--- config.mk ---
export PLATFORM = sky130hd
export DESIGN_NAME = mt_route
export DESIGN_NICKNAME = d
export VERILOG_FILES = /design/src/rtl/mt_pkg.sv /design/src/rtl/mt_first_decode.sv /design/src/rtl/mt_slot_mux.sv /design/src/rtl/mt_gather_buf.sv /design/src/rtl/mt_route.sv
export SDC_FILE = /design/constraint.sdc
export NUM_CORES = 1
export LEC_CHECK = 0
export ABC_AREA = 1
export CORE_MARGIN = 2
export CORE_UTILIZATION = 35
export DETAILED_ROUTE_END_ITERATION = 10
export DONT_BUFFER_PORTS = 1
export GPL_ROUTABILITY_DRIVEN = 0
export SETUP_SLACK_MARGIN = 0.1
export SLEW_MARGIN = 20
export SYNTH_ARGS = -nofsm -noshare
export SYNTH_HDL_FRONTEND = slang
export SYNTH_SLANG_ARGS = --single-unit
export TNS_END_PERCENT = 1
--- constraint.sdc ---
create_clock -name clk -period 5.95 [get_ports clk]
set_input_delay 1.19 -clock clk [delete_from_list [all_inputs] [get_ports clk]]
set_output_delay 1.19 -clock clk [all_outputs]
set_load 0.01 [all_outputs]
--- src/rtl/mt_pkg.sv ---
// Shared types and protocol constants for the pad port multiplexer.
// Assumes byte-wide host and endpoint traffic.
package mt_pkg;
    typedef enum logic [2:0] {
        ST_IDLE,
        ST_MCARD,
        ST_CMD,
        ST_REQ,
        ST_SINGLE,
        ST_GATHER
    } mt_state_e;

    localparam logic [7:0] PAD_ACCESS  = 8'h01;
    localparam logic [7:0] CARD_ACCESS = 8'h81;
    localparam logic [7:0] TAP_ID      = 8'h80;
    localparam logic [7:0] TAP_STATUS  = 8'h5A;
    localparam logic [7:0] GATHER_CMD  = 8'h42;
    localparam logic [7:0] IDLE_BYTE   = 8'hFF;
endpackage

--- src/rtl/mt_first_decode.sv ---
// Decodes the first byte of a sequence into a controller or card slot.
// Controller codes are 1..NSLOT, card codes are 0x80 plus 1..NSLOT.
// Purely combinational; assumes NSLOT is below 128.
module mt_first_decode #(
    parameter int NSLOT = 4,
    parameter int SW    = $clog2(NSLOT)
) (
    input  logic [7:0]    byte_in,
    output logic          is_pad,
    output logic          is_card,
    output logic [SW-1:0] slot
);
    logic [6:0] low;
    logic       in_range;

    // Range test on the seven low bits shared by both code families
    always_comb begin
        low      = byte_in[6:0];
        in_range = (low >= 7'd1) && (low <= 7'(NSLOT));
        is_pad   = !byte_in[7] && in_range;
        is_card  = byte_in[7] && in_range;
        slot     = SW'(low - 7'd1);
    end
endmodule

--- src/rtl/mt_slot_mux.sv ---
// Picks one slot's answer byte and acknowledge out of a flat bus.
// Assumes slot s occupies bits 8s+7..8s of the answer bus.
module mt_slot_mux #(
    parameter int NSLOT = 4,
    parameter int SW    = $clog2(NSLOT)
) (
    input  logic [NSLOT*8-1:0] rx_bus,
    input  logic [NSLOT-1:0]   ack_bus,
    input  logic [SW-1:0]      sel,
    output logic [7:0]         rx,
    output logic               ack
);
    // Indexed part-select of the chosen slot
    always_comb begin
        rx  = rx_bus[sel*8 +: 8];
        ack = ack_bus[sel];
    end
endmodule

--- src/rtl/mt_gather_buf.sv ---
// Frame buffer for gather mode: FRAME byte entries, one write port,
// one combinational read port. All entries reset to 0xFF.
module mt_gather_buf #(
    parameter int FRAME = 8,
    parameter int FW    = $clog2(FRAME)
) (
    input  logic          clk,
    input  logic          rst_n,
    input  logic          we,
    input  logic [FW-1:0] idx,
    input  logic [7:0]    wdata,
    output logic [7:0]    rdata
);
    logic [7:0] mem [FRAME];

    // Reset fill and single-entry refill
    always_ff @(posedge clk) begin
        for (int i = 0; i < FRAME; i++) begin
            if (!rst_n)
                mem[i] <= 8'hFF;
            else if (we && (idx == FW'(i)))
                mem[i] <= wdata;
        end
    end

    // Read of the entry at the current position
    always_comb rdata = mem[idx];
endmodule

--- src/rtl/mt_route.sv ---
// Pad port multiplexer: routes host bytes to one of NSLOT controller or
// memory-card endpoints, or gathers all controllers in fixed frames.
// Assumes single-cycle combinational endpoints and that seq_end is never
// raised together with host_valid.
module mt_route #(
    parameter int NSLOT = 4,
    parameter int FRAME = 8
) (
    input  logic               clk,
    input  logic               rst_n,
    input  logic               host_valid,
    input  logic [7:0]         host_in,
    input  logic               seq_end,
    output logic [7:0]         host_out,
    output logic               host_ack,
    output logic [NSLOT-1:0]   pad_req,
    output logic [7:0]         pad_out,
    input  logic [NSLOT*8-1:0] pad_in,
    input  logic [NSLOT-1:0]   pad_ack,
    output logic [NSLOT-1:0]   card_req,
    output logic [7:0]         card_out,
    input  logic [NSLOT*8-1:0] card_in,
    input  logic [NSLOT-1:0]   card_ack
);
    import mt_pkg::*;

    localparam int SW = $clog2(NSLOT);
    localparam int FW = $clog2(FRAME);
    localparam logic [SW-1:0] LAST_SLOT = SW'(NSLOT - 1);
    localparam logic [FW-1:0] LAST_POS  = FW'(FRAME - 1);
    localparam logic [NSLOT-1:0] ALL_SLOTS = '1;

    mt_state_e       state;
    logic [SW-1:0]   slot;
    logic [FW-1:0]   pos;
    logic            armed;
    logic            bad_cmd;
    logic            slot_done;

    logic            dec_pad, dec_card;
    logic [SW-1:0]   dec_slot;
    logic [SW-1:0]   mux_sel;
    logic [7:0]      pad_rx, card_rx;
    logic            pad_rx_ack, card_rx_ack;
    logic            buf_we;
    logic [7:0]      buf_wd, buf_rd;
    logic [NSLOT-1:0] slot_oh, dec_oh;
    logic            frame_end, tap_end;

    mt_first_decode #(.NSLOT(NSLOT)) u_dec (
        .byte_in (host_in),
        .is_pad  (dec_pad),
        .is_card (dec_card),
        .slot    (dec_slot)
    );

    mt_slot_mux #(.NSLOT(NSLOT)) u_pad_mux (
        .rx_bus  (pad_in),
        .ack_bus (pad_ack),
        .sel     (mux_sel),
        .rx      (pad_rx),
        .ack     (pad_rx_ack)
    );

    mt_slot_mux #(.NSLOT(NSLOT)) u_card_mux (
        .rx_bus  (card_in),
        .ack_bus (card_ack),
        .sel     (mux_sel),
        .rx      (card_rx),
        .ack     (card_rx_ack)
    );

    mt_gather_buf #(.FRAME(FRAME)) u_buf (
        .clk   (clk),
        .rst_n (rst_n),
        .we    (buf_we),
        .idx   (pos),
        .wdata (buf_wd),
        .rdata (buf_rd)
    );

    // Slot selects and frame boundary flags
    always_comb begin
        slot_oh   = NSLOT'(1) << slot;
        dec_oh    = NSLOT'(1) << dec_slot;
        mux_sel   = (state == ST_IDLE) ? dec_slot : slot;
        frame_end = (pos == LAST_POS);
        tap_end   = frame_end && (slot == LAST_SLOT);
    end

    // Per-byte routing and host response
    always_comb begin
        pad_req  = '0;
        card_req = '0;
        pad_out  = host_in;
        card_out = host_in;
        host_out = IDLE_BYTE;
        host_ack = 1'b0;
        buf_we   = 1'b0;
        buf_wd   = IDLE_BYTE;
        if (host_valid) begin
            unique case (state)
                ST_IDLE: begin
                    if (dec_pad) begin
                        pad_out  = PAD_ACCESS;
                        pad_req  = armed ? ALL_SLOTS : dec_oh;
                        host_out = pad_rx;
                        host_ack = pad_rx_ack;
                    end else if (dec_card) begin
                        card_out = CARD_ACCESS;
                        card_req = dec_oh;
                        host_out = card_rx;
                        host_ack = card_rx_ack;
                    end
                end
                ST_MCARD: begin
                    card_req = slot_oh;
                    host_out = card_rx;
                    host_ack = card_rx_ack;
                end
                ST_CMD: begin
                    if (armed) begin
                        host_out = TAP_ID;
                        host_ack = 1'b1;
                    end else begin
                        pad_req  = slot_oh;
                        host_out = pad_rx;
                        host_ack = pad_rx_ack;
                    end
                end
                ST_REQ: begin
                    if (armed) begin
                        host_out = TAP_STATUS;
                        host_ack = !bad_cmd;
                    end else begin
                        pad_out  = 8'h00;
                        pad_req  = slot_oh;
                        host_out = pad_rx;
                        host_ack = pad_rx_ack;
                    end
                end
                ST_SINGLE: begin
                    pad_req  = slot_oh;
                    host_out = pad_rx;
                    host_ack = pad_rx_ack;
                end
                ST_GATHER: begin
                    host_out = buf_rd;
                    host_ack = !tap_end;
                    buf_we   = 1'b1;
                    if (!slot_done) begin
                        pad_req = slot_oh;
                        buf_wd  = pad_rx;
                    end
                end
                default: ;
            endcase
        end
    end

    // Sequence state, counters and the armed gather flag
    always_ff @(posedge clk) begin
        if (!rst_n) begin
            state     <= ST_IDLE;
            slot      <= '0;
            pos       <= '0;
            armed     <= 1'b0;
            bad_cmd   <= 1'b0;
            slot_done <= 1'b0;
        end else if (seq_end) begin
            state     <= ST_IDLE;
            slot      <= '0;
            pos       <= '0;
            slot_done <= 1'b0;
        end else if (host_valid) begin
            unique case (state)
                ST_IDLE: begin
                    if (dec_pad && pad_rx_ack) begin
                        slot  <= dec_slot;
                        state <= ST_CMD;
                    end else if (dec_card && card_rx_ack) begin
                        slot  <= dec_slot;
                        state <= ST_MCARD;
                    end
                end
                ST_MCARD: if (!card_rx_ack) state <= ST_IDLE;
                ST_CMD: begin
                    if (armed) bad_cmd <= (host_in != GATHER_CMD);
                    state <= ST_REQ;
                end
                ST_REQ: begin
                    armed <= host_in[0];
                    if (armed) begin
                        slot      <= '0;
                        pos       <= '0;
                        slot_done <= 1'b0;
                        state     <= ST_GATHER;
                    end else begin
                        state <= ST_SINGLE;
                    end
                end
                ST_SINGLE: if (!pad_rx_ack) state <= ST_IDLE;
                ST_GATHER: begin
                    pos <= (pos == LAST_POS) ? '0 : pos + 1'b1;
                    if (frame_end) begin
                        slot_done <= 1'b0;
                        slot      <= (slot == LAST_SLOT) ? '0 : slot + 1'b1;
                        if (tap_end) state <= ST_IDLE;
                    end else if (!slot_done) begin
                        slot_done <= !pad_rx_ack;
                    end
                end
                default: state <= ST_IDLE;
            endcase
        end
    end
endmodule

==> metrics.txt <==
# TYPE chip_impl_metric gauge
chip_impl_metric{name="filler_cell_count",unit=""} 1576
chip_impl_metric{name="clock_sinks",unit=""} 78
chip_impl_metric{name="clk_pin_slew",unit="ns"} 0.06
chip_impl_info{name="critical_path.endpoint",value="host_out[0]"} 1
chip_impl_metric{name="ctsHtreeMaxLevel",unit=""} 3
chip_impl_metric{name="clk_path_buf_depth",unit=""} 2
chip_impl_metric{name="chipWidth",unit="um"} 127.5
chip_impl_info{name="timing.rr.start",value="state[2]"} 1
chip_impl_metric{name="final_cells",unit=""} 880
chip_impl_info{name="synthTopCellsByArea",value="edfxtp_1, nand2_1, nor2_1, dfxtp_1, o21ai_0"} 1
chip_impl_info{name="hp-class",value="reg2reg"} 1
chip_impl_metric{name="layout-area-overhead-vs-synth",unit="%"} 7.572
chip_impl_metric{name="start_util",unit=""} 0.3551
chip_impl_metric{name="wire_per_inst",unit="um"} 17.13
chip_impl_metric{name="report.final.setup_viol",unit=""} 0
chip_impl_metric{name="critical_path_data_required_time",unit="ns"} 4.76
chip_impl_metric{name="period_minus_slack",unit="ns"} 4.224
chip_impl_metric{name="report.final.hold_viol_count",unit=""} 0
chip_impl_metric{name="yosysWarningCount",unit=""} 0
chip_impl_metric{name="dr.first_iter.drc_count",unit=""} 391
chip_impl_metric{name="placement_rows",unit=""} 45
chip_impl_metric{name="cts_hold_repair.buffers",unit=""} 0
chip_impl_metric{name="depth_of_the_worst_hold_timing_path",unit=""} 2
chip_impl_info{name="endpoint_kind",value="output port"} 1
chip_impl_metric{name="grt_max_degree",unit=""} 35
chip_impl_metric{name="ctsResizeCount",unit=""} 0
chip_impl_metric{name="cts_setup_buffers",unit=""} 0
chip_impl_metric{name="power.leakage",unit="nW"} 1.893
chip_impl_metric{name="grt.overflow.total",unit=""} 0
chip_impl_metric{name="synthDistinctLibCells",unit=""} 42
chip_impl_metric{name="critical_path.max_fanout",unit=""} 33
chip_impl_metric{name="antenna_cells_inserted",unit=""} 0
chip_impl_info{name="ys.flop_type",value="edfxtp_1"} 1
chip_impl_metric{name="timing.reg2reg.setup_slack",unit="ns"} 2.92
chip_impl_metric{name="syn_nets",unit=""} 804
chip_impl_metric{name="timing.clock.skew",unit="ns"} 0.008860
chip_impl_metric{name="coreArea",unit="sq um"} 15030
chip_impl_metric{name="number_of_synthesized_flops_with_an_enable_pin",unit=""} 64
chip_impl_metric{name="avgViaCountPerCell",unit=""} 5.382
chip_impl_metric{name="synth.yosys.seq_area_share",unit=""} 0.4126
chip_impl_metric{name="min_period_over_period",unit=""} 0.7100
chip_impl_metric{name="cap_viol_max_count",unit=""} 0
chip_impl_metric{name="post-dp-hpwl",unit="um"} 11220
chip_impl_metric{name="wire_length_of_the_first_global_routing_pass",unit="um"} 24060
chip_impl_metric{name="ys_seq_elements",unit=""} 78
chip_impl_metric{name="synth.avg_cell_area",unit="sq um"} 7.593
chip_impl_metric{name="numCtsBuffers",unit=""} 9
chip_impl_info{name="tritoncts_clock_tree",value="done"} 1
chip_impl_info{name="reg2reg_to",value="u_buf.mem[5][2]"} 1
chip_impl_info{name="synthDominantAreaCellType",value="edfxtp_1"} 1
chip_impl_metric{name="synthCells",unit=""} 703
chip_impl_metric{name="num_vias",unit=""} 4736
chip_impl_info{name="layout_commonest_cell",value="nand2_1"} 1
chip_impl_metric{name="design.die.area",unit="sq um"} 16250
chip_impl_info{name="clockRootBuffer",value="clkbuf_16"} 1
chip_impl_info{name="outcome",value="complete, no violations"} 1
chip_impl_metric{name="syn_area",unit="sq um"} 5338
chip_impl_metric{name="clock_latency",unit="ns"} 0.34
chip_impl_metric{name="drt_pass1_iterations",unit=""} 5
chip_impl_metric{name="drive_above_1_share",unit=""} 0.08092
chip_impl_metric{name="worst_slew_margin_rel",unit=""} 0.3868
chip_impl_metric{name="die_h",unit="um"} 127.5
chip_impl_metric{name="antenna_found_initial",unit=""} 0
chip_impl_metric{name="worstRegToRegCells",unit=""} 9
chip_impl_metric{name="yosysTopAreaCellShare",unit=""} 0.3601
chip_impl_metric{name="totalNegativeSetupSlack",unit="ns"} 0
chip_impl_info{name="timing_worst_setup_path_type",value="reg2out"} 1
chip_impl_metric{name="irDropWorstVdd",unit="mV"} 0.1223
chip_impl_metric{name="final_max_slew_viol_count",unit=""} 0
chip_impl_info{name="most-common-layout-cells",value="nand2_1, nor2_1, edfxtp_1"} 1
chip_impl_metric{name="numPlacedInstances",unit=""} 864
chip_impl_metric{name="design.final.nets",unit=""} 788
chip_impl_metric{name="worst_tran_pin_value",unit="ns"} 0.9122
chip_impl_metric{name="worstPathArrival",unit="ns"} 3.03
chip_impl_metric{name="wirelength",unit="um"} 15080
chip_impl_metric{name="vias_in_the_first_global_route",unit=""} 4622
chip_impl_metric{name="drt_drc_violations_left",unit=""} 0
chip_impl_metric{name="grt.total_usage",unit=""} 0.1884
chip_impl_info{name="crit_path_start_kind",value="register"} 1
chip_impl_metric{name="synthArstFlopShare",unit=""} 0
chip_impl_metric{name="achievable-frequency",unit="GHz"} 0.2367
chip_impl_info{name="rsz0062_at_grt",value="false"} 1
chip_impl_metric{name="input_output_buffers",unit=""} 0
chip_impl_metric{name="pwr_density_cell",unit="nW/um^2"} 221.9
chip_impl_metric{name="ioPinCount",unit=""} 117
chip_impl_metric{name="postRouteAntennaNets",unit=""} 0
## area by class of cell
type	instances	area [sq um]	share of cell area
Sequential cell	78	2203	0.3837
Multi-Input combinational cell	529	2718	0.4733
Clock buffer	10	229.0	0.03988
Tap cell	188	235.2	0.04097
Clock inverter	6	71.32	0.01242
Timing Repair Buffer	7	52.55	0.009152
Inverter	62	232.7	0.04053
## cells by family after synthesis
logic type	after synthesis	share of synthesized area
simple gates	386	0.3179
compound gates	120	0.1392
buf+inv	96	0.07923
flops	78	0.4126
fa+ha+maj	17	0.03985
mux	6	0.01125
## critical path: stages (launching register included)
cell and delay (ns):
dfxtp_1 0.30, buf_4 0.35, clkinv_1 0.74, o21ai_0 0.48, o21ai_0 0.18, o211ai_1 0.22, o211ai_1 0.12, nor2_1 0.12
nand2_1 0.16
## cell usage after synthesis, types with 3 or more instances
| master | count |
|---|---|
| inv_1 | 57 |
| o21ai_0 | 54 |
| buf_4 | 3 |
| nor2_2 | 9 |
| clkbuf_1 | 18 |
| o211ai_1 | 20 |
| inv_2 | 3 |
| ha_1 | 17 |
| o21ai_1 | 3 |
| nor3_2 | 5 |
| nand4_1 | 5 |
| nand3_1 | 48 |
| a32o_1 | 4 |
| nor2_1 | 86 |
| dfxtp_1 | 14 |
| a21oi_1 | 21 |
| nand3_2 | 3 |
| nand2_2 | 3 |
| mux2i_1 | 6 |
| nor2b_1 | 3 |
| buf_6 | 4 |
| o221ai_1 | 6 |
| nor2_4 | 3 |
| edfxtp_1 | 64 |
| buf_2 | 8 |
| o31ai_1 | 3 |
| nand2_1 | 211 |
## worst min-delay path by stage
stage / startpoint / end
2_1_floorplan: bad_cmd / bad_cmd
3_3_place_gp: bad_cmd / bad_cmd
3_5_place_dp: bad_cmd / bad_cmd
4_1_cts: bad_cmd / bad_cmd
5_1_grt: bad_cmd / bad_cmd
6_report: bad_cmd / bad_cmd
## power breakdown
group	internal [mW]	switching (mW)
combinational	0.0391	0.0892
clock	0.329	0.229
sequential	0.588	0.000367
## metal layers
layer,global-route usage,part of all wire,up-vias
met4,0.04783,0.013,0
met2,0.3098,0.48,134
met3,0.04732,0.054,18
li1,-,-,2320
met1,0.2487,0.45,2264
met5,0,0,-
## through the flow
step	instance area (sq um)	worst slack (ns)	hold slack, ns	utilization	power, mW
floorplan	5338	2.109	0.4577	-	0.7080
CTS	5741	1.658	0.5120	0.3819	1.285
global route	5742	1.441	0.5272	0.3819	1.323
global placement	5435	1.802	0.4826	0.3615	0.7271
detailed placement	5440	1.774	0.4969	0.3619	0.7271
finish	5742	1.726	0.5038	0.3819	1.274
## state kept, by name, summed over array words and instances, names as in the netlist, named ones only
| register | flops |
|---|---|
| u_buf.mem | 64 |
| state | 3 |
| armed | 1 |
| slot_done | 1 |
| pos | 3 |
| bad_cmd | 1 |
| slot | 2 |
Note: power is estimated with default switching activity, not from simulation.
